### config.mk
export PLATFORM = sky130hd
export DESIGN_NAME = codec_link_rst_ctrl
export DESIGN_NICKNAME = d
export VERILOG_FILES = /design/src/rtl/clrc_pkg.sv /design/src/rtl/clrc_ctrl_reg.sv /design/src/rtl/clrc_rst_drv.sv /design/src/rtl/clrc_pad_ctrl.sv /design/src/rtl/codec_link_rst_ctrl.sv
export SDC_FILE = /design/constraint.sdc
export NUM_CORES = 1
export LEC_CHECK = 0
export BUFFER_PORTS_ARGS = -buffer_cell sky130_fd_sc_hd__buf_2
export CORE_MARGIN = 5
export CORE_UTILIZATION = 22
export CTS_CLUSTER_SIZE = 40
export DETAILED_ROUTE_END_ITERATION = 12
export HOLD_SLACK_MARGIN = 0.12
export PLACE_DENSITY = 0.8
export SYNTH_ARGS = -nofsm -noshare
export SYNTH_HDL_FRONTEND = slang
export SYNTH_SLANG_ARGS = --single-unit
### constraint.sdc
create_clock -name clk -period 0.8 [get_ports clk]
set_input_delay 0 -clock clk [delete_from_list [all_inputs] [get_ports clk]]
set_output_delay 0 -clock clk [all_outputs]
set_load 0.05 [all_outputs]
### src/rtl/clrc_pkg.sv
package clrc_pkg;

   typedef enum logic [1:0] {
      SLP_S0  = 2'd0,
      SLP_S1  = 2'd1,
      SLP_S3  = 2'd2,
      SLP_S45 = 2'd3
   } slp_e;

   function automatic logic slp_is_susp(input logic [1:0] s);
      return (s == SLP_S3) || (s == SLP_S45);
   endfunction

   function automatic logic slp_is_awake(input logic [1:0] s);
      return s == SLP_S0;
   endfunction

endpackage

### src/rtl/clrc_ctrl_reg.sv
module clrc_ctrl_reg #(
   parameter int REG_W    = 32,
   parameter int COLD_BIT = 1,
   parameter int SHUT_BIT = 3
) (
   input  logic             clk,
   input  logic             rst_n,
   input  logic             hard_rst_wr,
   input  logic             suspend,
   input  logic             wr_en,
   input  logic [REG_W-1:0] wr_data,
   output logic [REG_W-1:0] reg_q,
   output logic             cold_bit,
   output logic             shut_bit
);

   localparam logic [REG_W-1:0] ONE       = {{(REG_W-1){1'b0}}, 1'b1};
   localparam logic [REG_W-1:0] IMPL_MASK = (ONE << COLD_BIT) | (ONE << SHUT_BIT);

   generate
      if (COLD_BIT >= REG_W || SHUT_BIT >= REG_W)
         $error("clrc_ctrl_reg: control bit outside register");
      if (COLD_BIT == SHUT_BIT)
         $error("clrc_ctrl_reg: cold and shut-off bits overlap");
   endgenerate

   logic [REG_W-1:0] nxt;

   always_comb begin
      nxt = reg_q;
      if (wr_en)
         nxt = wr_data & IMPL_MASK;
      if (suspend)
         nxt[COLD_BIT] = 1'b0;
   end

   always_ff @(posedge clk or negedge rst_n) begin
      if (!rst_n)
         reg_q <= '0;
      else if (hard_rst_wr)
         reg_q <= '0;
      else
         reg_q <= nxt;
   end

   assign cold_bit = reg_q[COLD_BIT];
   assign shut_bit = reg_q[SHUT_BIT];

   AST_NO_HW_SET: assert property (@(posedge clk) disable iff (!rst_n)
      !(wr_en && wr_data[COLD_BIT] && !suspend) |=> !$rose(cold_bit));
   AST_SUSP_CLEARS: assert property (@(posedge clk) disable iff (!rst_n)
      suspend |=> !cold_bit);
   AST_SHUT_WRITE: assert property (@(posedge clk) disable iff (!rst_n)
      (wr_en && !hard_rst_wr) |=> (shut_bit == $past(wr_data[SHUT_BIT])));
   AST_HARD_CLEARS: assert property (@(posedge clk) disable iff (!rst_n)
      hard_rst_wr |=> (reg_q == '0));

endmodule

### src/rtl/clrc_rst_drv.sv
module clrc_rst_drv (
   input  logic clk,
   input  logic rsm_rst_n,
   input  logic core_ok,
   input  logic hard_rst_wr,
   input  logic suspend,
   input  logic cold_bit,
   output logic link_rst_n
);

   logic release_ok;

   assign release_ok = cold_bit && core_ok && !suspend && !hard_rst_wr;

   always_ff @(posedge clk or negedge rsm_rst_n) begin
      if (!rsm_rst_n)
         link_rst_n <= 1'b0;
      else
         link_rst_n <= release_ok;
   end

   AST_RISE_NEEDS_BIT: assert property (@(posedge clk) disable iff (!rsm_rst_n)
      $rose(link_rst_n) |-> $past(cold_bit));
   AST_SUSP_LINK_LOW: assert property (@(posedge clk) disable iff (!rsm_rst_n)
      suspend |=> !link_rst_n);
   AST_HARD_LINK_LOW: assert property (@(posedge clk) disable iff (!rsm_rst_n)
      hard_rst_wr |=> !link_rst_n);
   AST_CORE_LINK_LOW: assert property (@(posedge clk) disable iff (!rsm_rst_n)
      !core_ok |=> !link_rst_n);

endmodule

### src/rtl/clrc_pad_ctrl.sv
module clrc_pad_ctrl
   import clrc_pkg::*;
#(
   parameter int NUM_SDIN = 2
) (
   input  logic                core_ok,
   input  logic [1:0]          sleep_state,
   input  logic                fr_sdout,
   input  logic                fr_sync,
   input  logic                shut_bit,
   output logic                link_sdout,
   output logic                link_sync,
   output logic                bclk_pd_en,
   output logic [NUM_SDIN-1:0] sdin_pd_en
);

   generate
      if (NUM_SDIN < 1 || NUM_SDIN > 8)
         $error("clrc_pad_ctrl: NUM_SDIN out of range");
   endgenerate

   logic drive_ok;

   assign drive_ok   = core_ok && slp_is_awake(sleep_state);
   assign link_sdout = drive_ok && fr_sdout;
   assign link_sync  = drive_ok && fr_sync;
   assign bclk_pd_en = shut_bit;

   generate
      for (genvar i = 0; i < NUM_SDIN; i++) begin : g_sdin_pd
         assign sdin_pd_en[i] = shut_bit;
      end
   endgenerate

endmodule

### src/rtl/codec_link_rst_ctrl.sv
module codec_link_rst_ctrl
   import clrc_pkg::*;
#(
   parameter int REG_W    = 32,
   parameter int COLD_BIT = 1,
   parameter int SHUT_BIT = 3,
   parameter int NUM_SDIN = 2
) (
   input  logic                clk,
   input  logic                rsm_rst_n,
   input  logic                core_rst_n,
   input  logic                hard_rst_wr,
   input  logic [1:0]          sleep_state,
   input  logic                wr_en,
   input  logic [REG_W-1:0]    wr_data,
   output logic [REG_W-1:0]    rd_data,
   input  logic                fr_sdout,
   input  logic                fr_sync,
   output logic                link_rst_n,
   output logic                link_sdout,
   output logic                link_sync,
   output logic                bclk_pd_en,
   output logic [NUM_SDIN-1:0] sdin_pd_en
);

   logic core_ok;
   logic suspend;
   logic cold_bit;
   logic shut_bit;

   assign core_ok = core_rst_n && rsm_rst_n;
   assign suspend = slp_is_susp(sleep_state);

   clrc_ctrl_reg #(
      .REG_W   (REG_W),
      .COLD_BIT(COLD_BIT),
      .SHUT_BIT(SHUT_BIT)
   ) i_ctrl_reg (
      .clk        (clk),
      .rst_n      (core_ok),
      .hard_rst_wr(hard_rst_wr),
      .suspend    (suspend),
      .wr_en      (wr_en),
      .wr_data    (wr_data),
      .reg_q      (rd_data),
      .cold_bit   (cold_bit),
      .shut_bit   (shut_bit)
   );

   clrc_rst_drv i_rst_drv (
      .clk        (clk),
      .rsm_rst_n  (rsm_rst_n),
      .core_ok    (core_ok),
      .hard_rst_wr(hard_rst_wr),
      .suspend    (suspend),
      .cold_bit   (cold_bit),
      .link_rst_n (link_rst_n)
   );

   clrc_pad_ctrl #(
      .NUM_SDIN(NUM_SDIN)
   ) i_pad_ctrl (
      .core_ok    (core_ok),
      .sleep_state(sleep_state),
      .fr_sdout   (fr_sdout),
      .fr_sync    (fr_sync),
      .shut_bit   (shut_bit),
      .link_sdout (link_sdout),
      .link_sync  (link_sync),
      .bclk_pd_en (bclk_pd_en),
      .sdin_pd_en (sdin_pd_en)
   );

   AST_PADS_QUIET: assert property (@(posedge clk) disable iff (!rsm_rst_n)
      (sleep_state != SLP_S0) |-> (!link_sdout && !link_sync));
   AST_WAKE_HELD: assert property (@(posedge clk) disable iff (!rsm_rst_n)
      ($past(suspend) && !suspend && !link_rst_n) |=> !link_rst_n);
   AST_PD_MATCH: assert property (@(posedge clk) disable iff (!rsm_rst_n)
      $past(wr_en && core_ok && !hard_rst_wr) |-> (bclk_pd_en == $past(wr_data[SHUT_BIT])));

endmodule

# Word-level counts from Yosys, hierarchy flattened

Cells that the tools add are included.

Output and inout port bits: 38
Bits of input ports: 41
Register bits: 33
Logic and storage cells: 21

Muxes and demuxes: 3
Reductions and logical operators: 13
Equality and inequality tests: 2

Operators by type and width:

| cell               | count |
|---|---|
| $mux 32            | 2 |
| $logic_and 1x1->1  | 7 |
| $eq 2x2->1 const B | 2 |
| $reduce_bool 3->1  | 1 |
| $logic_not 1->1    | 2 |
| $logic_not 2->1    | 1 |
| $reduce_bool 2->1  | 1 |
| $logic_or 1x1->1   | 1 |
| $mux 1             | 1 |

# Longest topological paths before layout

Depth in word-level cells: 5
Gate-level depth with buffers: 2
Mapped depth without buffers: 2

# Cells and area by module

From an unflattened synthesis, not the netlist that was laid out.

Cell total of the unflattened synthesis: 48
Area, all modules: 422.9 sq um

Modules (own cells, without submodules):

| module              | area each (sq um) | seq. area each (sq um) | instances | cells each |
|---|---|---|---|---|
| clrc_ctrl_reg       | 327.8             | 50.0                   | 1         | 39 |
| clrc_pad_ctrl       | 47.5              | 0.0                    | 1         | 5 |
| clrc_rst_drv        | 37.5              | 25.0                   | 1         | 2 |
| codec_link_rst_ctrl | 10.0              | 0.0                    | 1         | 2 |

# Least setup slack after synthesis

Ideal clock, no wire load.

Path kind: input to output
From: in core_rst_n
To: out link_sdout
Arrival time: 1715 ps
Stages: 2
Setup slack: -915 ps
Data required time: 800 ps
Buffers on the path: 0
Path through: nand2_2 > nor4b_1

Word-level cells in the longest chain between the ends: 3

RTL lines:

| item              | line                      | source |
|---|---|---|
| from (decl)       | codec_link_rst_ctrl.sv:11 | `input logic core_rst_n,` |
| $logic_and 1x1->1 | codec_link_rst_ctrl.sv:31 | `assign core_ok = core_rst_n && rsm_rst_n;` |
| $logic_and 1x1->1 | clrc_pad_ctrl.sv:24       | `assign drive_ok = core_ok && slp_is_awake(sleep_state);` |
| $logic_and 1x1->1 | clrc_pad_ctrl.sv:25       | `assign link_sdout = drive_ok && fr_sdout;` |
| to (decl)         | codec_link_rst_ctrl.sv:20 | `output logic link_sdout,` |

No other way between the ends.

# Worst setup path after layout

From: reg i_ctrl_reg.reg_q[3]
To: out sdin_pd_en[0]

RTL lines:

| item                   | line                      | source |
|---|---|---|
| from (decl)            | clrc_ctrl_reg.sv:12       | `output logic [REG_W-1:0] reg_q,` |
| from (signal assigned) | clrc_ctrl_reg.sv:43       | `reg_q <= nxt;` |
| to (decl)              | codec_link_rst_ctrl.sv:23 | `output logic [NUM_SDIN-1:0] sdin_pd_en` |

No word-level cell between the ends.

==> Implementation_results.wiki <==
{| class="wikitable"
! Metric !! Value
|-
| Layout net count || 113
|-
| Syn_area_per_cell || 8.492 um^2
|-
| Overall Global Routing Usage || 5.830%
|-
| Met3 WL post-DR || 163 um
|-
| Peak per-stage delay on the critical path || 0.44 ns
|-
| Die Area || 2766 um^2
|-
| Launch instance of the worst register-to-register path || i_ctrl_reg.reg_q[3]
|-
| Failing checks || negative setup slack
|-
| Total count of max-transition violations in the final report || 0
|-
| Buffer levels on the longest clock path || 2
|-
| Post-synthesis instance total || 47
|-
| Number of port buffers || 18
|-
| Category of the worst setup path capture point || output pin
|-
| Maximum fanout along the worst path || 5
|-
| Pre-CTS setup slack || 0.02934 ns
|-
| Cells traversed along the worst timing path || buf_6
|-
| H-tree levels || 1
|-
| Number of sinks driven by the clock tree || 3
|-
| Post-CTS setup repair buffer count || 0
|-
| Setup Viol. Count Final || 4
|-
| Vias after detailed routing || 279
|-
| Average wire per cell in the routed design || 8.854 um
|-
| Unrepaired setup endpoints after global routing || true
|-
| Type of the tightest min-delay check || input port to register
|-
| Syn Std Cell Area || 399.1 um^2
|-
| Total global routing overflow || 0
|-
| Max Cap Violations || 0
|-
| Total negative setup slack || -0.1717 ns
|-
| Clock root cell || clkbuf_4
|-
| Sequential element share of the synthesized area || 18.81%
|-
| Crit-path slowest cell || dfrtp_2
|-
| R2r worst-path depth || 2
|-
| Met2 WL post-DR || 375 um
|-
| Destination of the worst register-to-register timing path || i_ctrl_reg.reg_q[3]
|-
| Count of standard-cell rows || 15
|-
| Final core utilization || 30.94%
|-
| Relative area change from synthesis to final layout || 33.86%
|-
| DRC violations left || 0
|-
| Vias in the first global route || 275
|-
| Maximum number of pins on one net before global-route repair || 6
|-
| Worst clock skew on the final layout || 0.001999 ns
|-
| Critical Path Source Type || register
|-
| Signal arrival time at the worst endpoint || 0.84 ns
|-
| Final number of hold-violating endpoints || 0
|-
| Cell total after placement || 85
|-
| Die Span Y || 52.60 um
|-
| Die Width || 52.60 um
|-
| Leakage dissipation || 0.3157 nW
|-
| Share of layout cells above drive strength 1 || 36.62%
|-
| Routed Antenna Nets || 0
|-
| Crit path from || i_ctrl_reg.reg_q[3]
|-
| WL final || 850 um
|-
| Starting Density || 23.12%
|-
| Critical path capture point || sdin_pd_en[0]
|-
| Total iterations of the first detailed-routing run || 2
|-
| Worst path required time || 0.80 ns
|-
| Number of vias per cell || 2.906
|-
| Largest delay contributor family on the critical path || flip-flops
|-
| Yosys warns || 0
|-
| Cell Count, Final, Fillers Out || 96
|-
| Wire length of the first global-routing pass || 1055 um
|-
| Result of the run || finished with violations
|-
| Worst slack on hold paths || 0.04216 ns
|-
| Later-pin clock latency in the skew report || 0.23 ns
|-
| Clock edge transition at the registers on the reported setup and hold paths || 0.04 ns
|-
| Number of gates on the worst path with buffers counted || 1
|-
| HPWL after detailed placement || 710.3 um
|-
| Worst vdd ir || 531.5 uV
|-
| Uppermost routed layer || met4
|-
| Count of routing violations after the opening detailed-route iteration || 1
|-
| Cts bufs inserted || 3
|-
| Post-route minimum period || 0.8436 ns
|-
| Core area || 1727 um^2
|-
| Antenna violations before repair || 0
|-
| Flop-to-flop setup slack || 0.03 ns
|-
| Clock tree from TritonCTS || done
|-
| Max frequency || 1185 MHz
|-
| Unique cell type count in the Yosys netlist || 9
|-
| Antenna diode count || 0
|-
| Gp weighted congestion || 0.6093
|-
| I/O pins || 79
|-
| Yosys reg bits || 3
|-
| Filler cells || 188
|-
| Metal1 wirelength || 294 um
|-
| Number of buffer and inverter stages on the critical path || 1
|-
| Crit Path Class || register to output pin
|-
| Power density normalized to cell area || 1703 nW/um^2
|-
| Final period utilization || 105.4%
|-
| Worst setup margin || -0.04355 ns
|}
[cells in the mapped netlist]
cell type / n / share of area [%]
conb_1: 1 / 0.94
mux2i_1: 2 / 5.0
buf_4: 34 / 64
nor3_1: 1 / 1.3
nor4b_1: 3 / 6.6
nor2_1: 1 / 0.94
nand2_2: 1 / 1.6
dfrtp_1: 3 / 19
inv_1: 1 / 0.94
[through the flow]
step	power [mW]	area, um^2
final	0.9100	534.3
after global routing	0.9421	534.3
after CTS	0.9078	508.0
after detailed placement	0.5925	387.9
after global placement	0.5880	387.9
after floorplan	0.6707	521.8
[power breakdown]
group	switching, mW	internal, mW
Clock	0.0801	0.187
Combinational	0.398	0.0794
Sequential	0.00733	0.158
[registers in the layout, indices dropped and copies added (netlist names)]
register / count
i_rst_drv.link_rst_n: 1
i_ctrl_reg.reg_q: 2
[area by class of cell]
type / instances / area (um^2) / area share (%)
clock buffer: 4 / 26.28 / 4.918
inverter: 1 / 3.754 / 0.7026
multi-input combinational: 38 / 192.7 / 36.07
sequential: 3 / 76.32 / 14.29
tap: 25 / 31.28 / 5.855
timing repair buffer: 25 / 203.9 / 38.17
[layout by cell type, fill, tap and decap left out, drive strengths merged]
| cell | synthesis | layout |
|---|---|---|
| buf | 34 | 18 |
| nand2 | 1 | 1 |
| nor2 | 1 | 1 |
| clkbuf | 0 | 4 |
| inv | 1 | 1 |
| nor4b | 3 | 3 |
| nor3 | 1 | 1 |
| dfrtp | 3 | 3 |
| mux2i | 2 | 2 |
| dlymetal6s4s | 0 | 2 |
| dlygate4sd3 | 0 | 5 |
| conb | 1 | 30 |
[timing repair]
action / CTS / global route
setup endpoints to repair: 6 / 10
hold buffers: 6 / 2
cloned: 0 / 0
gates resized for setup: 11 / 8
hold endpoints to repair: 6 / 4
[logic make-up (layout without fill, tap and decap cells)]
| group | count (synthesis) | after routing | share of synthesized area (%) |
|---|---|---|---|
| buffers and inverters | 35 | 30 | 64.89 |
| and+or+nand+nor | 6 | 6 | 10.34 |
| DFF | 3 | 3 | 18.81 |
| muxes | 2 | 2 | 5.016 |
| other | 1 | 30 | 0.9395 |
[how the worst min path moves through the flow]
stage | startpoint | endpoint | slack (ns) | depth (start not counted)
5_1_grt | hard_rst_wr | i_rst_drv.link_rst_n | 0.08 | 3
3_5_place_dp | rsm_rst_n | i_rst_drv.link_rst_n | -0.20 | 1
2_1_floorplan | rsm_rst_n | i_rst_drv.link_rst_n | -0.30 | 0
4_1_cts | rsm_rst_n | i_rst_drv.link_rst_n | -0.45 | 1
3_3_place_gp | rsm_rst_n | i_rst_drv.link_rst_n | -0.21 | 1
6_report | hard_rst_wr | i_rst_drv.link_rst_n | 0.04 | 3
[per-layer routing]
metal / vias up / track usage [%]
li1: 131 / -
met1: 114 / 5.973
met2: 32 / 8.058
met3: 2 / 3.704
met4: 0 / 5.106
met5: - / 0
Note: power is estimated with default switching activity, not from simulation.
